[src/rtl/sbm_pkg.sv]
package sbm_pkg;
  // a sleeping core is charged at 1/IDLE_SHARE_DIV of its reported energy
  localparam int unsigned IDLE_SHARE_DIV = 10;

  typedef enum logic {
    ST_IDLE   = 1'b0,
    ST_SPRINT = 1'b1
  } sprint_st_e;
endpackage

[src/rtl/sbm_sample_timer.sv]
module sbm_sample_timer #(
  parameter int unsigned PERIOD = 1000
) (
  input  logic clk_i,
  input  logic rst_ni,
  input  logic restart_i,
  output logic tick_o
);
  localparam int unsigned CW = (PERIOD > 2) ? $clog2(PERIOD) : 1;
  localparam logic [CW-1:0] LAST = CW'(PERIOD - 1);

  logic [CW-1:0] cnt_q;

  assign tick_o = (cnt_q == LAST) && !restart_i;

  always_ff @(posedge clk_i or negedge rst_ni) begin
    if (!rst_ni)            cnt_q <= '0;
    else if (restart_i)     cnt_q <= '0;
    else if (cnt_q == LAST) cnt_q <= '0;
    else                    cnt_q <= cnt_q + 1'b1;
  end

  AST_TICK_SPACED: assert property (@(posedge clk_i) disable iff (!rst_ni)
    tick_o |=> !tick_o);
endmodule

[src/rtl/sbm_energy_sum.sv]
module sbm_energy_sum
  import sbm_pkg::*;
#(
  parameter int unsigned NUM_CORES = 4,
  parameter int unsigned E_W       = 10,
  parameter int unsigned SUM_W     = E_W + $clog2(NUM_CORES + 1),
  parameter int unsigned DIV_W     = $clog2(NUM_CORES + 1)
) (
  input  logic [NUM_CORES*E_W-1:0] energy_i,
  input  logic [NUM_CORES-1:0]     active_i,
  output logic [SUM_W-1:0]         sum_o,
  output logic [DIV_W-1:0]         count_o
);
  logic [E_W-1:0] weighted [NUM_CORES];

  for (genvar i = 0; i < NUM_CORES; i++) begin : g_core
    logic [E_W-1:0] raw;
    assign raw         = energy_i[i*E_W +: E_W];
    assign weighted[i] = active_i[i] ? raw : E_W'(raw / E_W'(IDLE_SHARE_DIV));
  end

  always_comb begin
    sum_o   = '0;
    count_o = '0;
    for (int i = 0; i < NUM_CORES; i++) begin
      sum_o   = sum_o + SUM_W'(weighted[i]);
      count_o = count_o + DIV_W'(active_i[i]);
    end
  end
endmodule

[src/rtl/sbm_accum.sv]
module sbm_accum #(
  parameter int unsigned ACC_W = 24,
  parameter int unsigned SUM_W = 13
) (
  input  logic             clk_i,
  input  logic             rst_ni,
  input  logic             tick_i,
  input  logic             add_en_i,
  input  logic [SUM_W-1:0] add_i,
  input  logic [ACC_W-1:0] leak_i,
  output logic [ACC_W-1:0] acc_o
);
  localparam int unsigned XW = ((ACC_W > SUM_W) ? ACC_W : SUM_W) + 1;
  localparam logic [XW-1:0] ACC_MAX = XW'({ACC_W{1'b1}});

  logic [ACC_W-1:0] acc_q, acc_d;
  logic [XW-1:0]    gross, net;

  always_comb begin
    gross = XW'(acc_q) + (add_en_i ? XW'(add_i) : '0);
    net   = gross - XW'(leak_i);
    if (gross <= XW'(leak_i)) acc_d = '0;          // clamp at zero
    else if (net > ACC_MAX)   acc_d = {ACC_W{1'b1}}; // saturate
    else                      acc_d = net[ACC_W-1:0];
  end

  always_ff @(posedge clk_i or negedge rst_ni) begin
    if (!rst_ni)     acc_q <= '0;
    else if (tick_i) acc_q <= acc_d;
  end

  assign acc_o = acc_q;

  AST_ACC_HOLD: assert property (@(posedge clk_i) disable iff (!rst_ni)
    !tick_i |=> $stable(acc_q));
  AST_LEAK_ONLY_DOWN: assert property (@(posedge clk_i) disable iff (!rst_ni)
    (tick_i && !add_en_i) |=> acc_q <= $past(acc_q));
endmodule

[src/rtl/sprint_budget_mon.sv]
module sprint_budget_mon
  import sbm_pkg::*;
#(
  parameter int unsigned NUM_CORES     = 4,
  parameter int unsigned E_W           = 10,
  parameter int unsigned ACC_W         = 24,
  parameter int unsigned SAMPLE_PERIOD = 1000,
  localparam int unsigned DIV_W        = $clog2(NUM_CORES + 1)
) (
  input  logic                     clk_i,
  input  logic                     rst_ni,
  input  logic                     sprint_start_i,
  input  logic [NUM_CORES*E_W-1:0] core_energy_i,
  input  logic [NUM_CORES-1:0]     core_active_i,
  input  logic [ACC_W-1:0]         budget_i,
  input  logic [ACC_W-1:0]         margin_i,
  input  logic [ACC_W-1:0]         leak_i,
  input  logic                     sw_ack_i,
  input  logic                     irq_clr_i,
  output logic                     irq_o,
  output logic [DIV_W-1:0]         clk_div_o,
  output logic                     sprint_active_o
);
  localparam int unsigned SUM_W = E_W + $clog2(NUM_CORES + 1);

  sprint_st_e       state_q;
  logic             tick, start_ok, in_sprint;
  logic [SUM_W-1:0] e_sum;
  logic [DIV_W-1:0] n_active;
  logic [ACC_W-1:0] acc, warn_thr;
  logic             warn_hit, warn_hit_q, over_hit, throttle_q, irq_q;

  assign in_sprint = (state_q == ST_SPRINT);
  assign warn_thr  = (budget_i > margin_i) ? (budget_i - margin_i) : '0;
  assign start_ok  = !in_sprint && sprint_start_i && (acc <= warn_thr);
  assign warn_hit  = in_sprint && (acc >= warn_thr);
  assign over_hit  = in_sprint && (acc >= budget_i);

  sbm_sample_timer #(.PERIOD(SAMPLE_PERIOD)) u_timer (
    .clk_i     (clk_i),
    .rst_ni    (rst_ni),
    .restart_i (start_ok),
    .tick_o    (tick)
  );

  sbm_energy_sum #(
    .NUM_CORES (NUM_CORES),
    .E_W       (E_W),
    .SUM_W     (SUM_W),
    .DIV_W     (DIV_W)
  ) u_sum (
    .energy_i (core_energy_i),
    .active_i (core_active_i),
    .sum_o    (e_sum),
    .count_o  (n_active)
  );

  sbm_accum #(.ACC_W(ACC_W), .SUM_W(SUM_W)) u_acc (
    .clk_i    (clk_i),
    .rst_ni   (rst_ni),
    .tick_i   (tick),
    .add_en_i (in_sprint),
    .add_i    (e_sum),
    .leak_i   (leak_i),
    .acc_o    (acc)
  );

  always_ff @(posedge clk_i or negedge rst_ni) begin
    if (!rst_ni) begin
      state_q    <= ST_IDLE;
      warn_hit_q <= 1'b0;
      throttle_q <= 1'b0;
      irq_q      <= 1'b0;
    end else begin
      unique case (state_q)
        ST_IDLE:   if (start_ok) state_q <= ST_SPRINT;
        ST_SPRINT: if (sw_ack_i) state_q <= ST_IDLE;
        default:   state_q <= ST_IDLE;
      endcase

      warn_hit_q <= warn_hit && !(in_sprint && sw_ack_i);

      if (!in_sprint || sw_ack_i) throttle_q <= 1'b0;
      else if (over_hit)          throttle_q <= 1'b1;

      // a fresh crossing wins over a clear in the same cycle
      if (warn_hit && !warn_hit_q) irq_q <= 1'b1;
      else if (irq_clr_i)          irq_q <= 1'b0;
    end
  end

  assign irq_o           = irq_q;
  assign sprint_active_o = in_sprint;
  assign clk_div_o       = (throttle_q && n_active != '0) ? n_active : DIV_W'(1);

  AST_IDLE_NOMINAL: assert property (@(posedge clk_i) disable iff (!rst_ni)
    !sprint_active_o |-> clk_div_o == DIV_W'(1));
  AST_ACK_ENDS: assert property (@(posedge clk_i) disable iff (!rst_ni)
    (sprint_active_o && sw_ack_i) |=> !sprint_active_o);
  AST_REFUSE_HOT: assert property (@(posedge clk_i) disable iff (!rst_ni)
    (!sprint_active_o && sprint_start_i && acc > warn_thr) |=> !sprint_active_o);
  AST_IRQ_HOLD: assert property (@(posedge clk_i) disable iff (!rst_ni)
    (irq_o && !irq_clr_i) |=> irq_o);
  AST_THROTTLE_AT_BUDGET: assert property (@(posedge clk_i) disable iff (!rst_ni)
    (over_hit && !sw_ack_i && n_active > DIV_W'(1) && $stable(core_active_i))
      |=> clk_div_o == n_active);
endmodule

[config.mk]
export PLATFORM = sky130hd
export DESIGN_NAME = sprint_budget_mon
export DESIGN_NICKNAME = d
export VERILOG_FILES = /design/src/rtl/sbm_pkg.sv /design/src/rtl/sbm_sample_timer.sv /design/src/rtl/sbm_energy_sum.sv /design/src/rtl/sbm_accum.sv /design/src/rtl/sprint_budget_mon.sv
export SDC_FILE = /design/constraint.sdc
export NUM_CORES = 1
export LEC_CHECK = 0
export BUFFER_PORTS_ARGS = -buffer_cell sky130_fd_sc_hd__buf_4
export CAP_MARGIN = 10
export CORE_MARGIN = 3
export CORE_UTILIZATION = 30
export DETAILED_ROUTE_END_ITERATION = 10
export SYNTH_ARGS = -nofsm -noshare
export SYNTH_HDL_FRONTEND = slang
export SYNTH_SLANG_ARGS = --single-unit
export TNS_END_PERCENT = 20
[constraint.sdc]
create_clock -name clk_i -period 4.2 [get_ports clk_i]
set_input_delay 0.63 -clock clk_i [delete_from_list [all_inputs] [get_ports clk_i]]
set_output_delay 0.63 -clock clk_i [all_outputs]
set_load 0.005 [all_outputs]
==> metrics.sh, run 1 <==
GRT_PASS1_WL_UM=51500
MULTIINPUTGATEAREA_UM2=8620
CLK_PIN_SLEW_NS=0.06
SYNTHESIS.AREA_PER_INSTANCE_UM2=7.33
IOPINCOUNT=126
FINALHOLDVIOLATIONS=0
SLOWEST_DELAY_NS=0.50
CORE-AREA_UM2=32000
TOTAL_VIA_COUNT_IN_THE_ROUTED_DESIGN=11300
USE_MET3=0.0150
ROUTED_VIA_DENSITY=5.00
GP_ROUTABILITY_CONGESTION=0.863
MET1_USAGE=0.221
POST_CTS_HOLD_BUFFER_COUNT=0
LAYOUT.FILLER_CELLS=3189
TIMING.CRITICAL_PATH.MAX_DELAY_FAMILY='compound AO/OA/AOI/OAI gates'
POWER_SWITCHING_SHARE=0.423
CTS_NUM_SINKS=38
FINAL_CELL_MIX='500 x sky130_fd_sc_hd__buf_4, 137 x sky130_fd_sc_hd__inv_1, 125 x sky130_fd_sc_hd__ha_1, 104 x sky130_fd_sc_hd__nand2_1, 96 x sky130_fd_sc_hd__a21oi_1'
CP_DATA_ARRIVAL_TIME_NS=8.89
WORST_PATH_MOST_REPEATED_CELL='sky130_fd_sc_hd__a21oi_2'
SYN-CELL-AREA_UM2=9850
PERIOD_SHARE=2.08
PLACEMENT.SETUP.WORST_SLACK_NS=-4.89
END_KIND='flip-flop'
GR-USAGE-ALL-LAYERS=0.171
DIE_H_UM=187
INITIAL_STANDARD_CELL_UTILIZATION_OF_THE_CORE=0.308
DETAIL-ROUTE-ANTENNA-NETS=0
GLOBALROUTEMET2UTIL=0.317
CPMAXSTAGEDELAYCELL='sky130_fd_sc_hd__fa_1'
YOSYS_REGISTER_BITS=38
FINALSETUPTNS_NS=-115.37
MAPPEDNETLISTNETS=1612
SWITCHING_POWER_mW=1.83
PATH_MAX_FANOUT=11
DETAILED_PLACE.AREA_UM2=14200
PLACE.DETAILED.HPWL_UM=26700
OUTCOME='complete, but fails checks'
YOSYS.CELL_TYPES.COUNT=98
ASYNC_FLOP_SHARE=1.00
SYN-INSTANCE-COUNT=1344
REGTOREGSETUPSLACK_NS=-0.63
DRT_DRC_VIOLATIONS_LEFT=0
SYN2LAYOUT_AREA_GROWTH_PCT=51.7
CRITICAL_PATH.STARTPOINT_TYPE='input pin'
POWER.INTERNAL_mW=2.49
DIE_AREA_UM2=35000
WORST_SETUP_PATH_STARTPOINT='core_energy_i[6]'
FIN_CRIT_PERIOD_NS=8.73
CRITICALPATHCATEGORY='in -> reg'
DETAIL_ROUTE.WL_PER_CELL_UM=14.0
SYNTH-SEQ-AREA-SHARE=0.0966
PWR-SHARE-COMB=0.807
LAYOUT.CELL_AREA.NON_FILLER_UM2=14900
PWR-SHARE-CLK=0.099
PLACEMENT_ROW_COUNT=65
TIMING.MAX_SLEW.REL_SLACK=0.575
DRTITER0DRC=478
ANTENNA_CELLS=0
CLOCK_TREE_BUFFER_DEPTH=2
ANTENNA_VIOLATIONS_BEFORE_REPAIR=1
MAX_CAP_VIOLATIONS=0
GRT_MAX_DEGREE=39
GLOBALROUTE.TOTALOVERFLOW=0
FIN_NETS=2090
SETUP_VIOL=37
FINAL-SEQ-AREA_UM2=951
SYNTHESIS.YOSYS.WARNINGS=0
LAYOUT.CORE_UTILIZATION=0.467
SYNTH_ENABLE_FLOP_CELLS=0
SEQ_POWER_SHARE=0.093
MAX_FREQ_MHz=115
YOSYS_MOST_USED_DFF='sky130_fd_sc_hd__dfrtp_1'
DRTPASS1ITERATIONS=5
DIEWIDTH_UM=187
CELLPOWERDENSITY_nW_PER_UM2=289
WORSTREG2REGEND='u_acc.acc_o[5]$_DFFE_PN0P_'
BUSIEST_LAYER='met2'
WORST-PATH-STAGES=44
POSTROUTEWIRELENGTH_UM=31600
MIN_PATH_TYPE='in -> async'
CLOCK_BUFFERS_CREATED_BY_TRITONCTS=5
VIOLATIONS='negative setup slack'
GRT_PASS1_VIAS=11100
RR_STARTPOINT='sprint_active_o$_DFF_PN0_'
UNREPAIRED_SETUP_ENDPOINTS_AFTER_GLOBAL_ROUTING='true'
IR_DROP_WORST_CASE_VDD_mV=0.210
RR_WORST_DEPTH=22
CLOCK_TREE.HTREE_LEVEL_COUNT=2
CLOCK_SKEW_NS=0.00466
IO_BUFFER_COUNT=125
FIN_WS_NS=-4.53
CRIT_PATH_END='u_acc.acc_o[5]$_DFFE_PN0P_'
TRITONCTS_CLOCK_TREE='yes'
FINAL_LAYOUT_SIZE_SUFFIX_GT1_FRAC=0.370
CRITICAL_PATH_BUF_INV_COUNT=6
WORST-SLEW-PIN-TRANSITION_NS=0.629
TIMING.CRITICAL_PATH.REQUIRED_NS=4.36
P_LEAK_nW=7.60
FINAL-MAX-SLEW-VIOLATION-COUNT=0
CLK_ROOT_BUFFER_CELL='sky130_fd_sc_hd__clkbuf_16'
CLOCK_LATENCY_NS=0.27
LAYOUT.CELLS.MOST_COMMON='sky130_fd_sc_hd__buf_4'
[cell type report]
| type | count | share of cell area |
|---|---|---|
| clock buffer | 6 | 0.00929 |
| clock inverter | 1 | 0.00201 |
| inverter | 145 | 0.0366 |
| multi-input combinational | 1112 | 0.577 |
| sequential | 38 | 0.0636 |
| tap | 435 | 0.0364 |
| timing repair buffer | 520 | 0.275 |
[synth_stat cells (4+ instances only)]
| master | n | area share |
|---|---|---|
| sky130_fd_sc_hd__a211o_1 | 6 | 0.0053 |
| sky130_fd_sc_hd__a211oi_1 | 17 | 0.013 |
| sky130_fd_sc_hd__a21o_1 | 38 | 0.029 |
| sky130_fd_sc_hd__a21oi_1 | 126 | 0.064 |
| sky130_fd_sc_hd__a22oi_1 | 5 | 0.0038 |
| sky130_fd_sc_hd__a31oi_1 | 8 | 0.0051 |
| sky130_fd_sc_hd__a32oi_1 | 4 | 0.0036 |
| sky130_fd_sc_hd__and2_1 | 17 | 0.011 |
| sky130_fd_sc_hd__and3_1 | 8 | 0.0051 |
| sky130_fd_sc_hd__and3b_1 | 5 | 0.0044 |
| sky130_fd_sc_hd__buf_2 | 16 | 0.0081 |
| sky130_fd_sc_hd__buf_4 | 10 | 0.0076 |
| sky130_fd_sc_hd__clkbuf_1 | 20 | 0.0076 |
| sky130_fd_sc_hd__dfrtp_1 | 38 | 0.097 |
| sky130_fd_sc_hd__fa_1 | 16 | 0.033 |
| sky130_fd_sc_hd__ha_1 | 131 | 0.17 |
| sky130_fd_sc_hd__inv_1 | 143 | 0.055 |
| sky130_fd_sc_hd__mux2_2 | 27 | 0.031 |
| sky130_fd_sc_hd__mux2i_1 | 4 | 0.0041 |
| sky130_fd_sc_hd__nand2_1 | 105 | 0.040 |
| sky130_fd_sc_hd__nand2b_1 | 32 | 0.020 |
| sky130_fd_sc_hd__nand3_1 | 33 | 0.017 |
| sky130_fd_sc_hd__nand4_1 | 22 | 0.014 |
| sky130_fd_sc_hd__nor2_1 | 91 | 0.035 |
| sky130_fd_sc_hd__nor2b_1 | 27 | 0.017 |
| sky130_fd_sc_hd__nor3_1 | 34 | 0.017 |
| sky130_fd_sc_hd__nor3b_1 | 11 | 0.0084 |
| sky130_fd_sc_hd__nor4_1 | 6 | 0.0038 |
| sky130_fd_sc_hd__o211ai_1 | 10 | 0.0076 |
| sky130_fd_sc_hd__o21a_1 | 22 | 0.017 |
| sky130_fd_sc_hd__o21ai_0 | 76 | 0.039 |
| sky130_fd_sc_hd__o21ai_1 | 7 | 0.0036 |
| sky130_fd_sc_hd__o21bai_1 | 14 | 0.011 |
| sky130_fd_sc_hd__o22ai_1 | 7 | 0.0044 |
| sky130_fd_sc_hd__o31ai_1 | 6 | 0.0046 |
| sky130_fd_sc_hd__o32ai_1 | 4 | 0.0036 |
| sky130_fd_sc_hd__or3_1 | 12 | 0.0076 |
| sky130_fd_sc_hd__xnor2_1 | 58 | 0.052 |
| sky130_fd_sc_hd__xor2_1 | 31 | 0.028 |
[power by group through the flow]
stage	Clock, mW	Sequential, mW	Combinational [mW]
after global routing	0.451	0.406	3.88
after detailed placement	0	0.409	3.36
final	0.429	0.404	3.49
after global placement	0	0.409	3.31
after floorplan	0	0.405	1.93
after CTS	0.431	0.404	3.45
[worst reg2reg max path: stages (launching register included)]
cell,delay [ns]
sky130_fd_sc_hd__dfrtp_1,0.44
sky130_fd_sc_hd__and2_1,0.19
sky130_fd_sc_hd__ha_1,0.21
sky130_fd_sc_hd__fa_1,0.39
sky130_fd_sc_hd__a21o_1,0.19
sky130_fd_sc_hd__a21oi_2,0.15
sky130_fd_sc_hd__nor2b_1,0.08
sky130_fd_sc_hd__o41a_1,0.38
sky130_fd_sc_hd__nand2_1,0.12
sky130_fd_sc_hd__a21oi_1,0.07
sky130_fd_sc_hd__nor2b_1,0.21
sky130_fd_sc_hd__buf_4,0.15
sky130_fd_sc_hd__xnor2_1,0.07
sky130_fd_sc_hd__ha_1,0.35
sky130_fd_sc_hd__nand4_1,0.15
sky130_fd_sc_hd__nor3_1,0.29
sky130_fd_sc_hd__nor3b_2,0.26
sky130_fd_sc_hd__buf_4,0.14
sky130_fd_sc_hd__a22oi_2,0.06
sky130_fd_sc_hd__a21oi_4,0.28
sky130_fd_sc_hd__clkbuf_16,0.23
sky130_fd_sc_hd__a21oi_1,0.05
sky130_fd_sc_hd__mux2_2,0.27
[cell families after synthesis]
| group | count (synthesis) | share of synthesized area |
|---|---|---|
| AOI/OAI and AO/OA | 409 | 0.277 |
| xor gates and xnor gates | 90 | 0.0808 |
| muxes | 32 | 0.0361 |
| and+or+nand+nor | 428 | 0.223 |
| buffers and inverters | 194 | 0.0808 |
| DFF | 38 | 0.0966 |
| adders and majority gates | 153 | 0.205 |
[sequential cells by signal, indices dropped and copies added (netlist names)]
signal and cells:
irq_o 1, warn_hit_q 1, u_timer.cnt_q 10, throttle_q 1
sprint_active_o 1, u_acc.acc_o 24
[timing repair]
item | 4_1_cts | 5_1_grt
gates resized for setup | 46 | 41
buffers inserted | 3 | 7
hold endpoints to repair | 0 | 0
cloned | 2 | 2
endpoints found under the setup margin | 37 | 37
pin swaps | 9 | 13
[per-stage QoR]
stage          hold slack [ns]  total power [mW]  std cells
5_1_grt                  0.346              4.74       2257
6_report                 0.318              4.32       2257
3_3_place_gp             0.433              3.71       2236
2_1_floorplan            0.334              2.33       1344
3_5_place_dp             0.446              3.77       2236
4_1_cts                  0.340              4.28       2248
[worst min path at each step]
stage / startpoint / endpoint / slack (ns) / depth (start not counted)
5_1_grt: rst_ni / u_acc.acc_o[21]$_DFFE_PN0P_ / 0.35 / 1
6_report: rst_ni / u_acc.acc_o[21]$_DFFE_PN0P_ / 0.32 / 1
4_1_cts: rst_ni / u_acc.acc_o[21]$_DFFE_PN0P_ / 0.34 / 1
3_5_place_dp: warn_hit_q$_DFF_PN0_ / irq_o$_DFFE_PN0P_ / 0.45 / 1
3_3_place_gp: warn_hit_q$_DFF_PN0_ / irq_o$_DFFE_PN0P_ / 0.43 / 1
2_1_floorplan: rst_ni / irq_o$_DFFE_PN0P_ / 0.33 / 0
[layer usage]
metal	vias to the layer above	part of all wire
met4	2	0.011
met3	30	0.033
li1	5780	-
met2	211	0.50
met5	-	0.00063
met1	5264	0.45
No activity file was read; power rests on OpenSTA's default activity.
==> run 2, diff against run 1 <==
Settings changed: CELL_PAD_IN_SITES_DETAIL_PLACEMENT set to 2, CELL_PAD_IN_SITES_GLOBAL_PLACEMENT set to 2, PLACE_DENSITY_LB_ADDON set to 0.1.
Clock period 4.2 ns to 8.8 ns, I/O delays scaled along.
==> run 2 against run 1 <==
Register-to-register slack better by 4.1 ns. Wire length increased by 36%. The run still ends with negative setup slack left. Cell count is 5.4% lower. Die area stayed put. Critical endpoint is now u_acc.acc_o[14]$_DFFE_PN0P_. Cell area is 4.9% lower. Worst setup slack improved by 3.4 ns. Highest routed layer is now met4. Sequential power is 52% lower. Critical path depth grew 3.
==> metrics.sh, run 2 (synthesis results as in run 1) <==
OUTCOME='complete, but fails checks'
VIOLATIONS='negative setup slack'
FINAL-MAX-SLEW-VIOLATION-COUNT=0  # unchanged
WORST_PATH_MOST_REPEATED_CELL='sky130_fd_sc_hd__a21oi_2'
SETUP_VIOL=24  # -35%
MULTIINPUTGATEAREA_UM2=8850  # +2.6%
FIN_WS_NS=-1.14  # +3.38 ns
DIE_H_UM=187  # unchanged
IOPINCOUNT=126  # unchanged
CELLPOWERDENSITY_nW_PER_UM2=149  # -48%
SYN2LAYOUT_AREA_GROWTH_PCT=44.3
TRITONCTS_CLOCK_TREE='yes'
DETAILED_PLACE.AREA_UM2=13100  # -7.8%
CLOCK_TREE.HTREE_LEVEL_COUNT=2  # unchanged
LARGEST_REG_FLOPS=24  # unchanged
CRITICAL_PATH.STARTPOINT_TYPE='input pin'
CLK_PIN_SLEW_NS=0.07  # about the same
LAYOUT.CELLS.MOST_COMMON='sky130_fd_sc_hd__buf_4'
FINAL-SEQ-AREA_UM2=951  # unchanged
DIE_AREA_UM2=35000  # unchanged
DRTITER0DRC=389  # -19%
CLK_ROOT_BUFFER_CELL='sky130_fd_sc_hd__clkbuf_16'
PERIOD_SHARE=1.13
DETAIL_ROUTE.WL_PER_CELL_UM=20.1  # +44%
FINALHOLDVIOLATIONS=0  # unchanged
IO_BUFFER_COUNT=125  # unchanged
MAX_FREQ_MHz=101
LAYOUT.FILLER_CELLS=3717  # +17%
GR-USAGE-ALL-LAYERS=0.225  # +0.0543
CLOCK_TREE_BUFFER_DEPTH=2  # unchanged
FIN_CRIT_PERIOD_NS=9.94
DETAIL-ROUTE-ANTENNA-NETS=0  # unchanged
CTS_NUM_SINKS=38  # unchanged
ROUTED_VIA_DENSITY=5.33  # +6.5%
MAX_CAP_VIOLATIONS=0  # unchanged
MIN_PATH_TYPE='reg -> reg'
FINAL.HOLD.WORST_SLACK_NS=0.450  # +0.132 ns
GRT_PASS1_WL_UM=66200  # +28%
POSTROUTEWIRELENGTH_UM=42900  # +36%
CP_DATA_ARRIVAL_TIME_NS=10.10  # +1.21 ns
END_KIND='flip-flop'
DRTPASS1ITERATIONS=4  # -1
CORE-AREA_UM2=32000  # unchanged
PATH_MAX_FANOUT=9  # -2
GLOBALROUTE.TOTALOVERFLOW=0  # unchanged
PLACE.DETAILED.HPWL_UM=32500  # +22%
LAYOUT.CELL_AREA.NON_FILLER_UM2=14200  # -4.9%
UNREPAIRED_SETUP_ENDPOINTS_AFTER_GLOBAL_ROUTING='true'
GP_ROUTABILITY_CONGESTION=0.828  # -4.1%
GRT_MAX_DEGREE=39  # unchanged
RR_STARTPOINT='sprint_active_o$_DFF_PN0_'
CLOCK_BUFFERS_CREATED_BY_TRITONCTS=5  # unchanged
GRT_PASS1_VIAS=12600  # +13%
CRITICALPATHCATEGORY='in -> reg'
WORST_SETUP_PATH_STARTPOINT='core_energy_i[6]'
FINAL_LAYOUT_SIZE_SUFFIX_GT1_FRAC=0.344  # -0.0266
TIMING.CRITICAL_PATH.REQUIRED_NS=8.96  # +4.60 ns
ANTENNA_VIOLATIONS_BEFORE_REPAIR=0  # -1
IR_DROP_WORST_CASE_VDD_mV=0.0847  # -60%
LAYOUT.CORE_UTILIZATION=0.445  # -0.0229
CPMAXSTAGEDELAYCELL='sky130_fd_sc_hd__fa_1'
TOTAL_VIA_COUNT_IN_THE_ROUTED_DESIGN=11400  # +0.78%
WORST-SLEW-PIN-TRANSITION_NS=0.739  # +0.110 ns
DIEWIDTH_UM=187  # unchanged
ANTENNA_CELLS=0  # unchanged
DRT_DRC_VIOLATIONS_LEFT=0  # unchanged
CLOCK_SKEW_NS=0.0142  # +0.00954 ns
CLOCK_LATENCY_NS=0.29  # +0.02 ns
PLACEMENT_ROW_COUNT=65  # unchanged
CRITICAL_PATH_BUF_INV_COUNT=6  # unchanged
TIMING.HOLD.WORST.START='warn_hit_q$_DFF_PN0_'
SLOWEST_DELAY_NS=0.54  # +0.04 ns
FINAL_CELL_MIX='376 x sky130_fd_sc_hd__buf_4, 134 x sky130_fd_sc_hd__inv_1, 119 x sky130_fd_sc_hd__ha_1, 102 x sky130_fd_sc_hd__nand2_1, 100 x sky130_fd_sc_hd__a21oi_1'
TIMING.CRITICAL_PATH.MAX_DELAY_FAMILY='compound AO/OA/AOI/OAI gates'
TIMING.MAX_SLEW.REL_SLACK=0.507  # -0.0678
P_LEAK_nW=7.03  # -7.4%
INITIAL_STANDARD_CELL_UTILIZATION_OF_THE_CORE=0.308  # unchanged
POST_CTS_HOLD_BUFFER_COUNT=0  # unchanged
FIN_NETS=1968  # -5.8%
-- run 2: cell count changes in the layout (fill, tap and decap cells not counted), moves of 6 or more --
cell,before,now
sky130_fd_sc_hd__buf_4,500,376
sky130_fd_sc_hd__buf_6,8,14
sky130_fd_sc_hd__o21ai_0,63,57
sky130_fd_sc_hd__ha_1,125,119
-- run 2: final cells by class --
class,count,area share
Sequential cell,38,0.0669
Multi-Input combinational cell,1112,0.623
Timing Repair Buffer,398,0.222
Clock inverter,1,0.00211
Clock buffer,7,0.00933
Inverter,145,0.0385
Tap cell,435,0.0383
-- run 2: stage by stage --
| stage | instances | total power, mW | setup TNS [ns] | worst slack, ns |
|---|---|---|---|---|
| floorplan | 1344 | 1.11 | -5.35 | -0.237 |
| global placement | 2091 | 1.69 | -25.46 | -1.07 |
| detailed placement | 2091 | 1.76 | -32.33 | -1.37 |
| CTS | 2119 | 2.03 | -17.46 | -0.760 |
| global route | 2136 | 2.32 | -35.73 | -1.54 |
| finish | 2136 | 2.12 | -26.05 | -1.14 |
-- run 2: metal layers --
metal,GRT usage,vias to the layer above,share of wire
met5,0,-,0
met4,0.0314,0,0.022
met3,0.0124,50,0.014
met2,0.456,138,0.56
met1,0.262,5671,0.41
li1,-,5516,-
-- run 2: repair_timing --
action,in CTS,in global routing
setup endpoints to repair,24,24
gates cloned,2,3
buffers inserted,18,16
pin swaps,49,45
gates resized for setup,46,87
-- run 2: final timing paths --
kind                            cells past startpoint  slack (ns)                          end
worst max-delay path                               47       -1.14  u_acc.acc_o[14]$_DFFE_PN0P_
worst min-delay path                                1        0.45            irq_o$_DFFE_PN0P_
worst max register to register                     26        3.44  u_acc.acc_o[14]$_DFFE_PN0P_
worst min register to register                      1        0.45            irq_o$_DFFE_PN0P_
max in group asynchronous                           1        7.39   u_acc.acc_o[0]$_DFFE_PN0P_
min in group asynchronous                           1        1.02   u_timer.cnt_q[7]$_DFF_PN0_
-- run 2: power breakdown --
part	internal (mW)	switching (mW)
Clock	0.134	0.0762
Combinational	0.827	0.886
Sequential	0.184	0.0105
